### src/rtl/ycc_pkg.sv
`timescale 1ns/1ps
package ycc_pkg;
  // output channel order used for generate selection
  typedef enum int {CH_R = 0, CH_G = 1, CH_B = 2} chan_e;
  localparam int NCH = 3;
endpackage

### src/rtl/ycc_cfg_bank.sv
`timescale 1ns/1ps
// Active (committed) copy of the conversion settings.
module ycc_cfg_bank #(
  parameter int DW  = 8,
  parameter int CW  = 17,
  parameter int OFW = 32
) (
  input  logic                  clk,
  input  logic                  rst_n,
  input  logic                  load,
  input  logic signed [CW-1:0]  in_a,
  input  logic signed [CW-1:0]  in_b,
  input  logic signed [CW-1:0]  in_c,
  input  logic signed [CW-1:0]  in_d,
  input  logic signed [OFW-1:0] in_or,
  input  logic signed [OFW-1:0] in_og,
  input  logic signed [OFW-1:0] in_ob,
  input  logic [DW-1:0]         in_hi,
  input  logic [DW-1:0]         in_lo,
  output logic signed [CW-1:0]  act_a,
  output logic signed [CW-1:0]  act_b,
  output logic signed [CW-1:0]  act_c,
  output logic signed [CW-1:0]  act_d,
  output logic signed [OFW-1:0] act_or,
  output logic signed [OFW-1:0] act_og,
  output logic signed [OFW-1:0] act_ob,
  output logic [DW-1:0]         act_hi,
  output logic [DW-1:0]         act_lo
);
  always_ff @(posedge clk) begin
    if (!rst_n) begin
      act_a  <= '0;
      act_b  <= '0;
      act_c  <= '0;
      act_d  <= '0;
      act_or <= '0;
      act_og <= '0;
      act_ob <= '0;
      act_hi <= '1;
      act_lo <= '0;
    end else if (load) begin
      act_a  <= in_a;
      act_b  <= in_b;
      act_c  <= in_c;
      act_d  <= in_d;
      act_or <= in_or;
      act_og <= in_og;
      act_ob <= in_ob;
      act_hi <= in_hi;
      act_lo <= in_lo;
    end
  end
endmodule

### src/rtl/ycc_flow_ctl.sv
`timescale 1ns/1ps
// Stage valid bits, global stall, enable flush and commit gating.
module ycc_flow_ctl #(
  parameter int STAGES = 3
) (
  input  logic clk,
  input  logic rst_n,
  input  logic en,
  input  logic s_valid,
  input  logic m_ready,
  input  logic cfg_commit,
  output logic s_ready,
  output logic m_valid,
  output logic adv,
  output logic load_cfg
);
  logic [STAGES-1:0] vld;
  logic              pend;
  logic              take;
  logic              empty;

  assign adv      = !vld[STAGES-1] || m_ready;
  assign take     = en && s_valid && adv && !pend;
  assign s_ready  = !en || (adv && !pend);
  assign m_valid  = en && vld[STAGES-1];
  assign empty    = (vld == '0);
  assign load_cfg = pend && empty;

  always_ff @(posedge clk) begin
    if (!rst_n) begin
      vld <= '0;
    end else if (!en) begin
      vld <= '0;
    end else if (adv) begin
      vld <= {vld[STAGES-2:0], take};
    end
  end

  always_ff @(posedge clk) begin
    if (!rst_n)          pend <= 1'b0;
    else if (cfg_commit) pend <= 1'b1;
    else if (load_cfg)   pend <= 1'b0;
  end
endmodule

### src/rtl/ycc_chan.sv
`timescale 1ns/1ps
// One output channel: products, offset sum, shift and saturation.
module ycc_chan #(
  parameter int DW    = 8,
  parameter int CW    = 17,
  parameter int OFW   = 32,
  parameter int CFRAC = 14
) (
  input  logic                  clk,
  input  logic                  rst_n,
  input  logic                  adv,
  input  logic [DW-1:0]         y,
  input  logic [DW-1:0]         cr,
  input  logic [DW-1:0]         cb,
  input  logic signed [CW-1:0]  k_cr,
  input  logic signed [CW-1:0]  k_cb,
  input  logic signed [OFW-1:0] off,
  input  logic [DW-1:0]         lim_hi,
  input  logic [DW-1:0]         lim_lo,
  output logic [DW-1:0]         pix
);
  localparam int PW    = CW + DW + 1;
  localparam int BASEW = (OFW > PW) ? OFW : PW;
  localparam int SW    = ((BASEW > DW + CFRAC + 1) ? BASEW : DW + CFRAC + 1) + 3;

  logic [DW-1:0]        y1;
  logic signed [PW-1:0] p_cr1, p_cb1;
  logic signed [SW-1:0] acc2;
  logic signed [PW-1:0] p_cr_d, p_cb_d;
  logic signed [SW-1:0] y_w, pcr_w, pcb_w, off_w, sum_d;
  logic signed [SW-1:0] q, hi_w, lo_w;
  logic [DW-1:0]        sat_d;

  // stage 1 operands
  assign p_cr_d = PW'(k_cr) * PW'($signed({1'b0, cr}));
  assign p_cb_d = PW'(k_cb) * PW'($signed({1'b0, cb}));

  // stage 2 operands
  assign y_w   = SW'({y1, CFRAC'(0)});
  assign pcr_w = SW'(p_cr1);
  assign pcb_w = SW'(p_cb1);
  assign off_w = SW'(off);
  assign sum_d = y_w + pcr_w + pcb_w + off_w;

  // stage 3: back to output scale, clip then clamp
  assign q    = acc2 >>> CFRAC;
  assign hi_w = SW'({1'b0, lim_hi});
  assign lo_w = SW'({1'b0, lim_lo});

  always_comb begin
    if (q > hi_w)      sat_d = (lim_hi < lim_lo) ? lim_lo : lim_hi;
    else if (q < lo_w) sat_d = lim_lo;
    else               sat_d = q[DW-1:0];
  end

  always_ff @(posedge clk) begin
    if (!rst_n) begin
      y1    <= '0;
      p_cr1 <= '0;
      p_cb1 <= '0;
      acc2  <= '0;
      pix   <= '0;
    end else if (adv) begin
      y1    <= y;
      p_cr1 <= p_cr_d;
      p_cb1 <= p_cb_d;
      acc2  <= sum_d;
      pix   <= sat_d;
    end
  end
endmodule

### src/rtl/ycc_rgb_conv.sv
`timescale 1ns/1ps
// YCbCr to RGB matrix datapath, three register stages, valid/ready.
module ycc_rgb_conv
  import ycc_pkg::*;
#(
  parameter int DW     = 8,
  parameter int CW     = 17,
  parameter int OFW    = 32,
  parameter int CRANGE = 2
) (
  input  logic                  clk,
  input  logic                  rst_n,
  input  logic                  en,
  input  logic                  s_valid,
  output logic                  s_ready,
  input  logic [DW-1:0]         s_y,
  input  logic [DW-1:0]         s_cb,
  input  logic [DW-1:0]         s_cr,
  output logic                  m_valid,
  input  logic                  m_ready,
  output logic [DW-1:0]         m_r,
  output logic [DW-1:0]         m_g,
  output logic [DW-1:0]         m_b,
  input  logic                  cfg_commit,
  input  logic signed [CW-1:0]  cfg_coef_a,
  input  logic signed [CW-1:0]  cfg_coef_b,
  input  logic signed [CW-1:0]  cfg_coef_c,
  input  logic signed [CW-1:0]  cfg_coef_d,
  input  logic signed [OFW-1:0] cfg_off_r,
  input  logic signed [OFW-1:0] cfg_off_g,
  input  logic signed [OFW-1:0] cfg_off_b,
  input  logic [DW-1:0]         cfg_max,
  input  logic [DW-1:0]         cfg_min
);
  localparam int CFRAC  = CW - CRANGE - 1;
  localparam int STAGES = 3;

  logic adv, load_cfg;
  logic signed [CW-1:0]  act_a, act_b, act_c, act_d;
  logic signed [OFW-1:0] act_or, act_og, act_ob;
  logic [DW-1:0]         act_max, act_min;
  logic [DW-1:0]         pix_o [NCH];

  ycc_flow_ctl #(.STAGES(STAGES)) u_flow (
    .clk(clk), .rst_n(rst_n), .en(en), .s_valid(s_valid), .m_ready(m_ready),
    .cfg_commit(cfg_commit), .s_ready(s_ready), .m_valid(m_valid),
    .adv(adv), .load_cfg(load_cfg)
  );

  ycc_cfg_bank #(.DW(DW), .CW(CW), .OFW(OFW)) u_bank (
    .clk(clk), .rst_n(rst_n), .load(load_cfg),
    .in_a(cfg_coef_a), .in_b(cfg_coef_b), .in_c(cfg_coef_c), .in_d(cfg_coef_d),
    .in_or(cfg_off_r), .in_og(cfg_off_g), .in_ob(cfg_off_b),
    .in_hi(cfg_max), .in_lo(cfg_min),
    .act_a(act_a), .act_b(act_b), .act_c(act_c), .act_d(act_d),
    .act_or(act_or), .act_og(act_og), .act_ob(act_ob),
    .act_hi(act_max), .act_lo(act_min)
  );

  for (genvar c = 0; c < NCH; c++) begin : g_ch
    logic signed [CW-1:0]  kcr, kcb;
    logic signed [OFW-1:0] koff;
    if (c == int'(CH_R)) begin : g_r
      assign kcr  = act_a;
      assign kcb  = '0;
      assign koff = act_or;
    end else if (c == int'(CH_G)) begin : g_g
      assign kcr  = act_b;
      assign kcb  = act_c;
      assign koff = act_og;
    end else begin : g_b
      assign kcr  = '0;
      assign kcb  = act_d;
      assign koff = act_ob;
    end
    ycc_chan #(.DW(DW), .CW(CW), .OFW(OFW), .CFRAC(CFRAC)) u_ch (
      .clk(clk), .rst_n(rst_n), .adv(adv),
      .y(s_y), .cr(s_cr), .cb(s_cb),
      .k_cr(kcr), .k_cb(kcb), .off(koff),
      .lim_hi(act_max), .lim_lo(act_min),
      .pix(pix_o[c])
    );
  end

  assign m_r = pix_o[CH_R];
  assign m_g = pix_o[CH_G];
  assign m_b = pix_o[CH_B];
endmodule

### config.mk
export PLATFORM = sky130hd
export DESIGN_NAME = ycc_rgb_conv
export DESIGN_NICKNAME = d
export VERILOG_FILES = /design/src/rtl/ycc_pkg.sv /design/src/rtl/ycc_cfg_bank.sv /design/src/rtl/ycc_flow_ctl.sv /design/src/rtl/ycc_chan.sv /design/src/rtl/ycc_rgb_conv.sv
export SDC_FILE = /design/constraint.sdc
export NUM_CORES = 2
export LEC_CHECK = 0
export BUFFER_PORTS_ARGS = -buffer_cell sky130_fd_sc_hd__buf_2
export CORE_MARGIN = 2
export CORE_UTILIZATION = 29
export DETAILED_ROUTE_END_ITERATION = 8
export GPL_ROUTABILITY_DRIVEN = 0
export HOLD_SLACK_MARGIN = 0.03
export SKIP_LAST_GASP = 1
export SYNTH_ARGS = -nofsm -noshare
export SYNTH_HDL_FRONTEND = slang
export SYNTH_SLANG_ARGS = --single-unit
### constraint.sdc
create_clock -name clk -period 6.7 [get_ports clk]
set_input_delay 0.67 -clock clk [delete_from_list [all_inputs] [get_ports clk]]
set_output_delay 0.67 -clock clk [all_outputs]
set_load 0.02 [all_outputs]
======== Yosys cells after proc, flatten, opt, wreduce, memory -nomap -nowiden ========
Cells that the tools add are included.
operators by class
  add/sub/neg operators ................... 7
  multiply operators ...................... 4
  magnitude comparators ................... 7
  mux-type cells .......................... 9
  reductions and logical operators ........ 14
operators by type and width
  kind               count
  $mul 17x9->26      4
  $add 23x26->27     3
  $add 27x32->33     2
  $gt 21x9->1        3
  $lt 21x9->1        3
  $mux 8             7
  $add 35x32->35     1
  $add 27x26->28     1
  $lt 8x8->1         1
  $logic_and 1x1->1  6
  $logic_not 1->1    3
  $logic_not 3->1    1
  $logic_or 1x1->1   2
  $mux 1             2
  $reduce_and 2->1   1
  $reduce_bool 2->1  1
word-level totals
  bits in registers ....................... 425
  input port bits ......................... 210
  output and inout port bits .............. 26
  word-level logic and storage cells ...... 63

======== Longest topological paths before layout ========
  depth in word-level cells ............... 4
  mapped depth ............................ 23
  mapped depth without buffers ............ 23

======== Hierarchy ========
From an unflattened synthesis, not the netlist that was laid out.
unflattened totals
  cells, all modules ...................... 5890
  area, all modules ....................... 53924.2 um2
by module, submodules not included
  module                    instances  cells an instance  area each (um2)  seq. area each (um2)
  ycc_chan at g_ch[0].u_ch  1          1757               15746.4          1741.7
  ycc_chan at g_ch[2].u_ch  1          1780               15645.0          1741.7
  ycc_chan at g_ch[1].u_ch  1          1751               15573.7          1741.7
  ycc_cfg_bank              1          580                6781.5           3603.5
  ycc_flow_ctl              1          21                 173.9            80.1
  ycc_rgb_conv              1          1                  3.8              0.0

======== Worst setup path before layout ========
OpenSTA, ideal clock, no wires.
  path type ............................... input to register
  from .................................... input s_cr[0]
  to ...................................... register g_ch[1].u_ch.p_cr1[22]
  library setup time ...................... 0.062 ns
  arrival ................................. 5.480 ns
  data required time ...................... 6.638 ns
  setup slack ............................. 1.158 ns
  stages .................................. 20
  path buffers ............................ 2
  cells stage by stage .................... clkbuf_1 clkbuf_1 nand2_1 fa_1 inv_1 fa_1 fa_1 inv_1 fa_1 inv_1 ha_1 a21o_1 a21o_1 a21oi_1 a31oi_1 o211ai_1 a211oi_1 a31oi_1 or4b_2 nand3_1
between the ends
  longest elaborated chain between the ends .. 1
RTL lines
  item                  RTL line            source
  start, declared       ycc_rgb_conv.sv:18  input logic [DW-1:0] s_cr,
  $mul 17x9->26         ycc_chan.sv:35      assign p_cr_d = PW'(k_cr) * PW'($signed({1'b0, cr}));
  end signal, assigned  ycc_chan.sv:65      p_cr1 <= p_cr_d;
  end, declared         ycc_chan.sv:27      logic signed [PW-1:0] p_cr1, p_cb1;
No other way between the ends.
A chain may end at the register's enable or synchronous reset.

======== Worst setup path in the final report ========
  from .................................... register g_ch[1].u_ch.p_cb1[1]
  to ...................................... register g_ch[1].u_ch.acc2[30]
between the ends
  longest elaborated chain between the ends .. 2
RTL lines
  item                    RTL line        source
  start, declared         ycc_chan.sv:27
  start signal, assigned  ycc_chan.sv:66  p_cb1 <= p_cb_d;
  $add 27x26->28          ycc_chan.sv:43  assign sum_d = y_w + pcr_w + pcb_w + off_w;
  $add 35x32->35          ycc_chan.sv:43
  end signal, assigned    ycc_chan.sv:67  acc2 <= sum_d;
  end, declared           ycc_chan.sv:28  logic signed [SW-1:0] acc2;
No other way between the ends.

==> qor.yml <==
worstPathArrival_ns: 6.15
numCtsBuffers: 49
hold_depth: 2
postSynthCellCount: 4773
start_kind: "register"
total_power_mw: 9.01
synth-edff-count: 0
p_leak_nw: 21.5
initialDrtViolationCount: 1913
worstPathRequired_ns: 7.19
synth_flop_cell: "dfxtp_1"
synth_area_leaders: "fa_1 23%, dfxtp_1 19%, ha_1 14%"
outcome: "completed"
io_buffer_count: 235
fillCellCount: 14260
tightestPinTransition_ns: 1.10
die_h_um: 374
r2r_end: "g_ch[1].u_ch.acc2[30]"
drv_cap: 0
via_count: 31887
syn-cell-area_um2: 39700
yosysSeqAreaShare_pct: 19.1
crit_path_end_kind: "register"
cts.sinks: 379
die_area_um2: 140000
finalCriticalPeriod_ns: 5.66
synthArstFlopShare_pct: 0
yosys_warnings: 0
drtAntennaViolNets: 0
routed_wl_um: 114000
ys_ff_latch: 379
via_per_inst: 4.76
dp_slack_ns: 0.635
ff2ff_path_depth: 21
hp-class: "primary input to register"
skew_ns: 0.0236
cts_max_level: 2
area_growth_pct: 11.2
clock_latency_ns: 0.62
holdWs_ns: 0.278
max-slew-margin-rel_pct: 26.7
synth_top_area_share_pct: 23.1
drt_first_pass_iters: 5
fin_ws_ns: 1.04
rows: 135
wl_per_cell_um: 17.0
antenna_found_initial: 7
fmax_mhz: 177
n_antenna_cell: 0
holdCritStartpoint: "cfg_commit"
grt_max_degree: 153
coreArea_um2: 136000
clkSlewWorstSetupHoldPaths_ns: 0.06
post-cts-setup-buffers: 0
syn_nets: 5884
synth_area_leader_cell: "fa_1"
pin_count: 236
nets: 5987
timing.final.crit_share_pct: 84.4
rsz0062_at_grt: "false"
grtUsageTotal_pct: 16.3
drc_errors: 0
die_x_um: 374
postSynthAreaPerCell_um2: 8.31
start_util_pct: 29.3
r2r_slack_ns: 1.04
root_buffer: "clkbuf_16"
post-dp-hpwl_um: 89200
critical_path_class: "register to register"
synth_cell_types: 86
drv_slew: 0
tns_ns: 0
tritoncts: "done"
cts_buffer_depth: 3
cts.repair.resized: 0
first_global_vias: 32806
setup_viol: 0
p_per_area_nw_per_um2: 204
multiInputGateArea_um2: 28700
cts_hold_buf: 0
rr_startpoint: "g_ch[1].u_ch.p_cb1[1]"
peakVddDrop_uv: 162
critical_path.max_fanout: 6
hold_end: "u_flow.pend"
hold_violations: 0
grt.overflow.total: 0
drive_gt1_share_pct: 7.75
grt_first_pass_wirelength_um: 182000
seqCellArea_um2: 7590
worst max path at each step:
stage	end	cells after the start	startpoint
floorplan	g_ch[1].u_ch.p_cr1[22]	20	s_cr[0]
global placement	g_ch[0].u_ch.p_cr1[25]	19	s_cr[0]
detailed placement	g_ch[1].u_ch.p_cr1[22]	19	s_cr[0]
CTS	g_ch[1].u_ch.acc2[30]	21	g_ch[1].u_ch.p_cb1[1]
global route	g_ch[1].u_ch.acc2[30]	21	g_ch[1].u_ch.p_cb1[1]
finish	g_ch[1].u_ch.acc2[30]	21	g_ch[1].u_ch.p_cb1[1]
final cells by class:
type,instances,area share [%]
Multi-Input combinational cell,3484,65.0
Sequential cell,379,17.2
Inverter,707,6.03
Tap cell,1781,5.05
Timing Repair Buffer,255,3.03
Clock buffer,60,3.01
Clock inverter,28,0.635
stage by stage:
step                      utilization (%)  instance area [µm²]  std cells
after global placement               31.3                42500       6606
after detailed placement             31.3                42500       6606
after CTS                            32.5                44100       6694
after floorplan                         -                39700       4773
after global routing                 32.5                44100       6694
final                                32.5                44100       6694
synth_stat cells, drive strengths merged (6+ instances only):
| library cell | count |
|---|---|
| a311oi | 6 |
| nor2b | 26 |
| dfxtp | 379 |
| and3 | 18 |
| a221oi | 10 |
| a32o | 19 |
| nand3 | 62 |
| o41ai | 7 |
| o311ai | 6 |
| xnor2 | 95 |
| inv | 707 |
| ha | 444 |
| nor3b | 6 |
| o211ai | 18 |
| a21o | 52 |
| nor4 | 10 |
| nor2 | 124 |
| a211oi | 36 |
| o22a | 9 |
| and2 | 328 |
| a21oi | 397 |
| mux2i | 9 |
| o21bai | 15 |
| o31ai | 16 |
| o221ai | 9 |
| xor2 | 39 |
| a31oi | 11 |
| nor3 | 39 |
| o21a | 38 |
| nand3b | 6 |
| nand4 | 15 |
| clkbuf | 178 |
| or3 | 32 |
| nand2 | 854 |
| o21ai | 179 |
| buf | 23 |
| fa | 457 |
| nand2b | 27 |
per-layer routing:
| metal | track usage [%] | vias up | share of wire, % |
|---|---|---|---|
| li1 | - | 15602 | - |
| met1 | 22.4 | 15491 | 47 |
| met5 | 0 | - | 0.052 |
| met3 | 2.54 | 132 | 5.2 |
| met4 | 3.80 | 10 | 2.1 |
| met2 | 26.7 | 652 | 46 |
worst max-delay path, cell delays in order (launching register included):
cell,delay [ns]
dfxtp_1,0.34
ha_1,0.30
ha_1,0.24
fa_1,0.43
a211oi_1,0.31
o21ai_1,0.19
a21oi_1,0.28
o21bai_1,0.12
a21oi_1,0.23
o21bai_1,0.09
a21oi_1,0.18
xnor2_1,0.09
ha_1,0.36
nand3_1,0.15
nor4_1,0.36
o21ai_0,0.27
a31oi_2,0.42
o2111ai_1,0.21
a21oi_1,0.28
o2111ai_1,0.20
a21o_1,0.21
a32o_1,0.25
registers in the layout, summed over array words and instances (netlist names):
register         flops
g_ch.u_ch.pix       24
u_flow.vld           3
g_ch.u_ch.acc2      59
g_ch.u_ch.p_cr1     52
u_bank.act_a        17
u_bank.act_hi        8
u_bank.act_og       32
u_bank.act_d        17
u_flow.pend          1
u_bank.act_b        17
u_bank.act_ob       32
u_bank.act_or       32
g_ch.u_ch.p_cb1     52
g_ch.u_ch.y1         8
u_bank.act_c        17
u_bank.act_lo        8
logic make-up after synthesis:
group	after synthesis	synth area share [%]
mux	9	0.227
simple gates	1566	18.5
fa+ha+maj	901	37.1
buf+inv	910	8.64
flops	379	19.1
xor+xnor	134	2.96
compound gates	874	13.5
where the power goes:
group          total, mW  internal [mW]  switching (mW)
logic               3.41           1.42            1.99
registers           2.92           2.57           0.356
clock network       2.68           1.56            1.11
layout by cell type (no fill, tap or decap), drive strengths merged, types with 36 or more instances in the layout:
cell	synthesis	final
nand2	854	854
inv	707	710
fa	457	457
ha	444	444
a21oi	397	397
dfxtp	379	379
and2	328	328
buf	23	255
o21ai	179	179
nor2	124	124
xnor2	95	95
nand3	62	62
clkbuf	178	60
a21o	52	52
nor3	39	39
xor2	39	39
o21a	38	38
a211oi	36	36
Power figures use the tool's default switching activity.
